`src/rtl/mon_entry_pkg.sv`:
```
package mon_entry_pkg;

   typedef struct packed {
      logic mon;
      logic fast;
      logic blank;
   } mon_cfg_t;

   localparam mon_cfg_t CFG_USER = '{mon: 1'b0, fast: 1'b0, blank: 1'b0};

endpackage

```
`src/rtl/mon_sync.sv`:
```
module mon_sync #(
   parameter int STAGES = 2
) (
   input  logic clk,
   input  logic rst_n,
   input  logic d,
   output logic q
);

   if (STAGES < 2) begin : g_bad_stages
      $error("mon_sync: STAGES must be at least 2");
   end

   logic [STAGES-1:0] chain;

   always_ff @(posedge clk or negedge rst_n) begin
      if (!rst_n) chain <= '0;
      else        chain <= {chain[STAGES-2:0], d};
   end

   assign q = chain[STAGES-1];

endmodule

```
`src/rtl/mon_entry_decide.sv`:
```
module mon_entry_decide
   import mon_entry_pkg::*;
#(
   parameter int VEC_W       = 8,
   parameter int SETTLE      = 2
) (
   input  logic             clk,
   input  logic             por_n,
   input  logic [VEC_W-1:0] vec_hi,
   input  logic [VEC_W-1:0] vec_lo,
   input  logic             hv_s,
   input  logic             sel_s,
   output logic             cfg_valid,
   output mon_cfg_t         cfg
);

   localparam int CNT_W = $clog2(SETTLE + 1);
   localparam logic [CNT_W-1:0] LAST = CNT_W'(SETTLE);

   if (VEC_W < 1) begin : g_bad_vec
      $error("mon_entry_decide: VEC_W must be positive");
   end

   logic [CNT_W-1:0] settle_cnt;
   logic             erased;
   mon_cfg_t         next_cfg;

   assign erased = (&vec_hi) && (&vec_lo);

   always_comb begin
      next_cfg = CFG_USER;
      if (erased) begin
         next_cfg.mon   = 1'b1;
         next_cfg.blank = 1'b1;
      end else if (hv_s) begin
         next_cfg.mon  = 1'b1;
         next_cfg.fast = !sel_s;
      end
   end

   always_ff @(posedge clk or negedge por_n) begin
      if (!por_n) begin
         settle_cnt <= '0;
         cfg_valid  <= 1'b0;
         cfg        <= CFG_USER;
      end else if (!cfg_valid) begin
         if (settle_cnt == LAST) begin
            cfg_valid <= 1'b1;
            cfg       <= next_cfg;
         end else begin
            settle_cnt <= settle_cnt + 1'b1;
         end
      end
   end


   cfg_hold_chk: assert property (@(posedge clk) disable iff (!por_n)
      (cfg_valid && $past(cfg_valid)) |-> $stable(cfg));

   valid_sticky_chk: assert property (@(posedge clk) disable iff (!por_n)
      $past(cfg_valid) |-> cfg_valid);

   blank_mon_chk: assert property (@(posedge clk) disable iff (!por_n)
      cfg.blank |-> (cfg.mon && !cfg.fast));

   fast_needs_mon_chk: assert property (@(posedge clk) disable iff (!por_n)
      cfg.fast |-> cfg.mon);

endmodule

```
`src/rtl/mon_clk_div.sv`:
```
module mon_clk_div #(
   parameter int DIV_FAST = 2,
   parameter int DIV_SLOW = 4,
   parameter int BAUD_DIV = 278
) (
   input  logic clk,
   input  logic por_n,
   input  logic run,
   input  logic fast,
   output logic bus_ce,
   output logic baud_tick
);

   localparam int MAX_DIV = (DIV_SLOW > DIV_FAST) ? DIV_SLOW : DIV_FAST;
   localparam int CNT_W   = $clog2(MAX_DIV);
   localparam int BAUD_W  = $clog2(BAUD_DIV);
   localparam logic [CNT_W-1:0]  FAST_LAST = CNT_W'(DIV_FAST - 1);
   localparam logic [CNT_W-1:0]  SLOW_LAST = CNT_W'(DIV_SLOW - 1);
   localparam logic [BAUD_W-1:0] BAUD_LAST = BAUD_W'(BAUD_DIV - 1);

   if (DIV_FAST < 2 || DIV_SLOW < 2) begin : g_bad_div
      $error("mon_clk_div: divide ratios must be at least 2");
   end
   if (BAUD_DIV < 2) begin : g_bad_baud
      $error("mon_clk_div: BAUD_DIV must be at least 2");
   end

   logic [CNT_W-1:0]  div_cnt;
   logic [CNT_W-1:0]  div_last;
   logic [BAUD_W-1:0] baud_cnt;

   assign div_last  = fast ? FAST_LAST : SLOW_LAST;
   assign bus_ce    = run && (div_cnt == div_last);
   assign baud_tick = bus_ce && (baud_cnt == BAUD_LAST);

   always_ff @(posedge clk or negedge por_n) begin
      if (!por_n) begin
         div_cnt <= '0;
      end else if (run) begin
         div_cnt <= bus_ce ? '0 : div_cnt + 1'b1;
      end
   end

   always_ff @(posedge clk or negedge por_n) begin
      if (!por_n) begin
         baud_cnt <= '0;
      end else if (bus_ce) begin
         baud_cnt <= baud_tick ? '0 : baud_cnt + 1'b1;
      end
   end


   ce_idle_chk: assert property (@(posedge clk) disable iff (!por_n)
      !run |-> !bus_ce);

   ce_gap_chk: assert property (@(posedge clk) disable iff (!por_n)
      bus_ce |=> !bus_ce);

   tick_on_ce_chk: assert property (@(posedge clk) disable iff (!por_n)
      baud_tick |-> bus_ce);

endmodule

```
`src/rtl/mon_entry_ctl.sv`:
```
module mon_entry_ctl
   import mon_entry_pkg::*;
#(
   parameter int VEC_W       = 8,
   parameter int SYNC_STAGES = 2,
   parameter int DIV_FAST    = 2,
   parameter int DIV_SLOW    = 4,
   parameter int BAUD_DIV    = 278
) (
   input  logic             clk,
   input  logic             por_n,
   input  logic [VEC_W-1:0] vec_hi,
   input  logic [VEC_W-1:0] vec_lo,
   input  logic             hv_flag,
   input  logic             sel_pin,
   output logic             cfg_valid,
   output logic             mon_active,
   output logic             div_fast,
   output logic             blank_entry,
   output logic             bus_ce,
   output logic             baud_tick
);

   logic     hv_s;
   logic     sel_s;
   mon_cfg_t cfg;

   mon_sync #(.STAGES(SYNC_STAGES)) i_hv_sync (
      .clk(clk), .rst_n(por_n), .d(hv_flag), .q(hv_s)
   );

   mon_sync #(.STAGES(SYNC_STAGES)) i_sel_sync (
      .clk(clk), .rst_n(por_n), .d(sel_pin), .q(sel_s)
   );

   mon_entry_decide #(.VEC_W(VEC_W), .SETTLE(SYNC_STAGES)) i_decide (
      .clk(clk), .por_n(por_n), .vec_hi(vec_hi), .vec_lo(vec_lo),
      .hv_s(hv_s), .sel_s(sel_s), .cfg_valid(cfg_valid), .cfg(cfg)
   );

   mon_clk_div #(.DIV_FAST(DIV_FAST), .DIV_SLOW(DIV_SLOW), .BAUD_DIV(BAUD_DIV)) i_div (
      .clk(clk), .por_n(por_n), .run(cfg_valid), .fast(cfg.fast),
      .bus_ce(bus_ce), .baud_tick(baud_tick)
   );

   assign mon_active  = cfg.mon;
   assign div_fast    = cfg.fast;
   assign blank_entry = cfg.blank;


   blank_out_chk: assert property (@(posedge clk) disable iff (!por_n)
      blank_entry |-> mon_active);

endmodule

```
`config.mk`:
```
export PLATFORM = sky130hd
export DESIGN_NAME = mon_entry_ctl
export DESIGN_NICKNAME = d
export VERILOG_FILES = /design/src/rtl/mon_entry_pkg.sv /design/src/rtl/mon_sync.sv /design/src/rtl/mon_entry_decide.sv /design/src/rtl/mon_clk_div.sv /design/src/rtl/mon_entry_ctl.sv
export SDC_FILE = /design/constraint.sdc
export NUM_CORES = 1
export LEC_CHECK = 0
export BUFFER_PORTS_ARGS = -buffer_cell sky130_fd_sc_hd__buf_2
export CAP_MARGIN = 20
export CORE_ASPECT_RATIO = 0.6
export CORE_MARGIN = 2
export CORE_UTILIZATION = 27
export CTS_CLUSTER_DIAMETER = 50
export CTS_CLUSTER_SIZE = 28
export DETAILED_ROUTE_END_ITERATION = 16
export PLACE_DENSITY_LB_ADDON = 0.3
export SYNTH_ARGS = -nofsm -noshare
export SYNTH_HDL_FRONTEND = slang
export SYNTH_HIERARCHICAL = 1
export SYNTH_SLANG_ARGS = --single-unit
```
`constraint.sdc`:
```
create_clock -name clk -period 4.1 [get_ports clk]
set_input_delay 0.82 -clock clk [delete_from_list [all_inputs] [get_ports clk]]
set_output_delay 0.82 -clock clk [all_outputs]
set_load 0.005 [all_outputs]
```
Word level (Yosys, flattened, before mapping)
Index checks and enable logic that the tools add are counted.

Word-level logic and storage cells: 34. Input bits: 20. Output and inout port bits: 6. Flip-flop bits (word level): 21.

Reductions and logical operators: 8. Equal/unequal tests: 3. Bitwise operators: 2. Add/subtract/negate cells: 3. Multiplexer cells: 9.

Operators by type and width (number): $reduce_and 8->1 (2); $add 9x1->9 const B (1); $eq 9x9->1 const B (1); $mux 9 (1); $mux 2 (3); $mux 1 (5); $add 2x1->2 const B (2); $reduce_and 2->1 (2); $logic_and 1x1->1 (3); $eq 2x2->1 (1); $eq 2x2->1 const B (1); $not 1->1 (2); $logic_not 1->1 (1).

Depth between registers and ports, before layout
Depth in word-level cells: 5. Depth in mapped cells: 6. Mapped depth without buffers: 6.

Hierarchy
Netlist, hierarchy kept.

By module, submodules not included: mon_clk_div (cells an instance 54, area an instance 548.0 um^2, seq. area each 275.3 um^2, times used 1); mon_entry_decide (cells an instance 25, area an instance 286.5 um^2, seq. area each 150.1 um^2, times used 1); mon_sync (cells an instance 2, area an instance 50.0 um^2, seq. area each 50.0 um^2, times used 2).

Worst setup path before layout
No wires, ideal clock.

Path kind: register to output. Start point: reg i_decide/cfg[1] (netlist name). End point: out baud_tick. Buffers on the path: 0. Arrival time: 999 ps. Cell stages (with the launch flop): 4. Data required time: 3280 ps. Path slack: 2281 ps. Path through: dfrtp_1 > xnor2_1 > or2_2 > nor2_1.

Longest elaborated chain between the ends: 4.

Ends and longest elaborated chain: $mux 2 (RTL line mon_clk_div.sv:32) `assign div_last = fast ? FAST_LAST : SLOW_LAST;`; $eq 2x2->1 (RTL line mon_clk_div.sv:33) `assign bus_ce = run && (div_cnt == div_last);`; $logic_and 1x1->1 (RTL line mon_clk_div.sv:33); $logic_and 1x1->1 (RTL line mon_clk_div.sv:34) `assign baud_tick = bus_ce && (baud_cnt == BAUD_LAST);`; end: declaration (RTL line mon_entry_ctl.sv:21) `output logic baud_tick`.

No other way between the ends.

Worst setup path after layout
Start point: reg i_div.baud_cnt[1]. End point: out baud_tick.

Longest elaborated chain between the ends: 2.

Ends and longest elaborated chain: start: declaration (RTL line mon_clk_div.sv:30) `logic [BAUD_W-1:0] baud_cnt;`; start signal: assignment (RTL line mon_clk_div.sv:48) `baud_cnt <= baud_tick ? '0 : baud_cnt + 1'b1;`; $eq 9x9->1 (RTL line mon_clk_div.sv:34); $logic_and 1x1->1 (RTL line mon_clk_div.sv:34).

No other way between the ends.

==> results.env <==
MIN-DELAY-PATH-CLASS='reg2reg'
NUMCTSBUFFERS=3
SLEW-LIMIT-HEADROOM_PCT=68.65
CTS_HTREE_LEVELS=1
DETAILEDROUTE.FIRSTITERATIONVIOLATIONS=38
CATEGORY_OF_THE_MOST_CRITICAL_SETUP_PATH='reg2out'
DETAIL_ROUTE.DRC_VIOLATIONS=0
HOLDWS_NS=0.3532
RSZ_0062_RAISED_AFTER_GLOBAL_ROUTING='false'
CELLINTERNALPOWER_mW=0.3364
SYNTHESIZED_NETS=106
FINALSETUPVIOLCOUNT=0
EFFECTIVE_UTILIZATION_AT_FLOORPLAN_PCT=28.47
AREA_DELTA_SYNTH_FINAL_PCT=24.23
NUM_IO_PINS=26
ANT_NETS=0
FINALCLOCKSKEW_NS=0.002270
FIRST_GLOBAL_VIAS=725
INSERTEDDIODECOUNT=0
DRT-VIAS-PER-INSTANCE=4.321
YS_TYPES=30
CLOCK_POWER_SHARE_PCT=29.6
GRT_FIRST_PASS_WIRELENGTH_MM=3.139
FINAL.SETUP.TNS_NS=0
WORST_SETUP_PATH_END_KIND='primary output'
DESIGN.FINAL.NETS=135
CTS_HOLD_REPAIR.BUFFERS=0
VIA_COUNT=674
GRT_ANTENNA_BEFORE_REPAIR=0
POST_SYNTH_MOST_FREQUENT_CELLS='dfrtp_1 (21), nand2_1 (9)'
TIMING.FINAL.HOLD_VIOLATIONS=0
AGGREGATE_GLOBAL_ROUTE_RESOURCE_USAGE_PCT=10.29
CTS_REPAIR_RESIZE_COUNT=0
SYNTH.FF_LATCH_COUNT=21
DRT_PASS1_ITERATIONS=4
MAX-VDD-IR-DROP_V=0.0001371
WL_PER_CELL_UM=10.63
NETSWITCHINGFRACTION_PCT=27.58
CLK_ROOT_BUFFER_CELL='clkbuf_8'
ASYNC_FLOP_SHARE_PCT=100.0
DIE_H_UM=49.58
STATUS='finished clean'
WORST_EP_ARRIVAL_TIME_NS=1.45
CTSLONGESTPATHBUFFERS=2
R2R_CELLS=5
MAX_CAP_CHECK_VIOLATION_COUNT=0
WORST_SETUP_SP_TYPE='flop'
WHS_PATH_DEPTH=0
SYN_AREA_PER_CELL_SQ_UM=11.26
WORSTPATHMAXFANOUT=5
POSTSYNTHCELLCOUNT=83
SWITCHINGPOWER_mW=0.1281
REPORT.FINAL.SLEW_VIOL_COUNT=0
SYNTH.YOSYS.WARNINGS=6
DIEWIDTH_UM=79.96
CELLLEAKAGEPOWER_nW=0.5279
TIMING.FINAL.CRIT_SHARE_PCT=55.39
SYNTH_LARGEST_AREA_CELL='dfrtp_1'
FINALWIRELENGTH_MM=1.659
CLKSINKCOUNT=21
GRT_START_MAX_NET_PINS=22
FINAL_WEIGHTED_CONGESTION_IN_ROUTABILITY_DRIVEN_PLACEMENT=0.7576
POST_SYNTH_MAIN_AREA_CONTRIBUTORS='dfrtp_1 (56%), ha_1 (4.0%), xnor2_1 (3.7%), nand2_1 (3.6%), and4bb_2 (2.7%)'
SYNTH_MOST_COMMON_CELL='dfrtp_1'
TOTAL_POWER_mW=0.4644
DRIVE_GT1_SHARE_PCT=32.43
POWER_DENSITY_nW_PER_UM2=400.0
FLOORPLAN.CORE_AREA_SQ_UM=3283
CLK_PIN_SLEW_NS=0.08
LAYOUT.AREA.SEQ_SQ_UM=525.5
FINAL_PERIOD_MINUS_WORST_SETUP_SLACK_NS=2.271
PORTBUFFERS=25
SYNTH_FF_TYPE='dfrtp_1'
CTS_SETUP_BUFFERS=0
CTS_TREE='built'
SYNTH_EDF_COUNT=0
SYNTH_SEQUENTIAL_AREA_RATIO_PCT=56.22
SYNTH_LARGEST_TYPE_AREA_FRACTION_PCT=56.22
MULTI_INPUT_AREA_SQ_UM=389.1
GLOBALROUTEOVERFLOWTOTAL=0
FMAXACHIEVABLE_GHz=0.4404
AREA_OF_THE_DIE_SQ_UM=3964
SEQ_POWER_SHARE_PCT=57.0
FP-ROW-COUNT=16
CRIT_REQUIRED_NS=3.28
NETLIST_AREA_SQ_UM=934.6
WORSTSKEWPAIRLATENCY_NS=0.26
SLEW_OF_THE_PIN_WITH_THE_LOWEST_SLEW_MARGIN_NS=0.4666
NUM-FILL-CELLS=359
PWR-SHARE-COMB_PCT=13.4
-- through the flow --
stage	std cells	utilization, %	instance area (sq um)	setup slack, ns
floorplan	83	-	934.6	2.281
CTS	156	35.37	1161	1.801
finish	156	35.37	1161	1.829
detailed placement	152	33.88	1112	2.105
global placement	152	33.88	1112	2.174
global route	156	35.37	1161	1.686
-- layout by cell type (no fill, tap or decap), drive strengths merged, types with 2 or more instances in the layout --
cell and instances:
or2 2, buf 25, nor2 4, and4bb 2, nand3 4, o21ai 5, xnor2 4, ha 3
mux2i 2, dfrtp 21, clkbuf 3, xor2 2, nand2 9, inv 3, a21oi 3, mux2 2
nand4 5, nand2b 2
-- flip-flops by register name, indices dropped and copies added (netlist names) --
| name | flops |
|---|---|
| i_decide/cfg_valid | 1 |
| i_sel_sync/chain | 2 |
| i_hv_sync/chain | 2 |
| i_decide/settle_cnt | 2 |
| i_decide/cfg | 3 |
| i_div/div_cnt | 2 |
| i_div/baud_cnt | 9 |
-- power groups by stage --
stage	clock (mW)	combinational, mW	sequential, mW
5_1_grt	0.152	0.0744	0.270
3_5_place_dp	0	0.0641	0.268
6_report	0.137	0.0621	0.265
2_1_floorplan	0	0.0412	0.261
3_3_place_gp	0	0.0609	0.267
4_1_cts	0.146	0.0641	0.264
-- kinds of logic after synthesis --
group	after synthesis	synth area share (%)
flip-flops	21	56.22
AO/OA/AOI/OAI	12	7.497
adder cells (fa/ha/maj)	3	4.016
buffers and inverters	5	2.141
multiplexers	4	4.551
AND/OR/NAND/NOR	32	19.95
XOR/XNOR	6	5.622
-- worst max-delay path, stage by stage, from the launching register on --
cell,delay [ns]
dfrtp_1,0.40
inv_1,0.08
ha_1,0.14
and4bb_2,0.23
nand2_1,0.12
nor2_1,0.10
buf_2,0.11
-- routing by layer --
metal  routed length [um]  global-route usage, %  vias up
met3                   71                  4.396        0
met2                  775                  16.25        8
met4                    0                  2.542        0
li1                     -                      -      347
met1                  812                  13.03      319
met5                    0                      0        -
-- worst paths after layout --
| path | to | start | slack, ns |
|---|---|---|---|
| setup / recovery | baud_tick | i_div/baud_cnt[1]$_DFFE_PN0P_ | 1.83 |
| hold / removal | i_hv_sync/chain[1]$_DFF_PN0_ | i_hv_sync/chain[0]$_DFF_PN0_ | 0.35 |
| setup reg to reg | i_div/baud_cnt[6]$_DFFE_PN0P_ | i_div/baud_cnt[0]$_DFFE_PN0P_ | 2.61 |
| hold reg to reg | i_hv_sync/chain[1]$_DFF_PN0_ | i_hv_sync/chain[0]$_DFF_PN0_ | 0.35 |
| max in group asynchronous | i_div/baud_cnt[0]$_DFFE_PN0P_ | por_n | 3.28 |
| min in group asynchronous | i_div/baud_cnt[7]$_DFFE_PN0P_ | por_n | 0.50 |
-- final cells by class --
type	instances	share of cell area (%)
tap	45	4.849
sequential	21	45.26
multi-input combinational	57	33.51
clock buffer	3	3.556
clock inverter	1	0.6466
inverter	4	1.401
timing repair buffer	25	10.78
No activity file was read; power rests on OpenSTA's default activity.
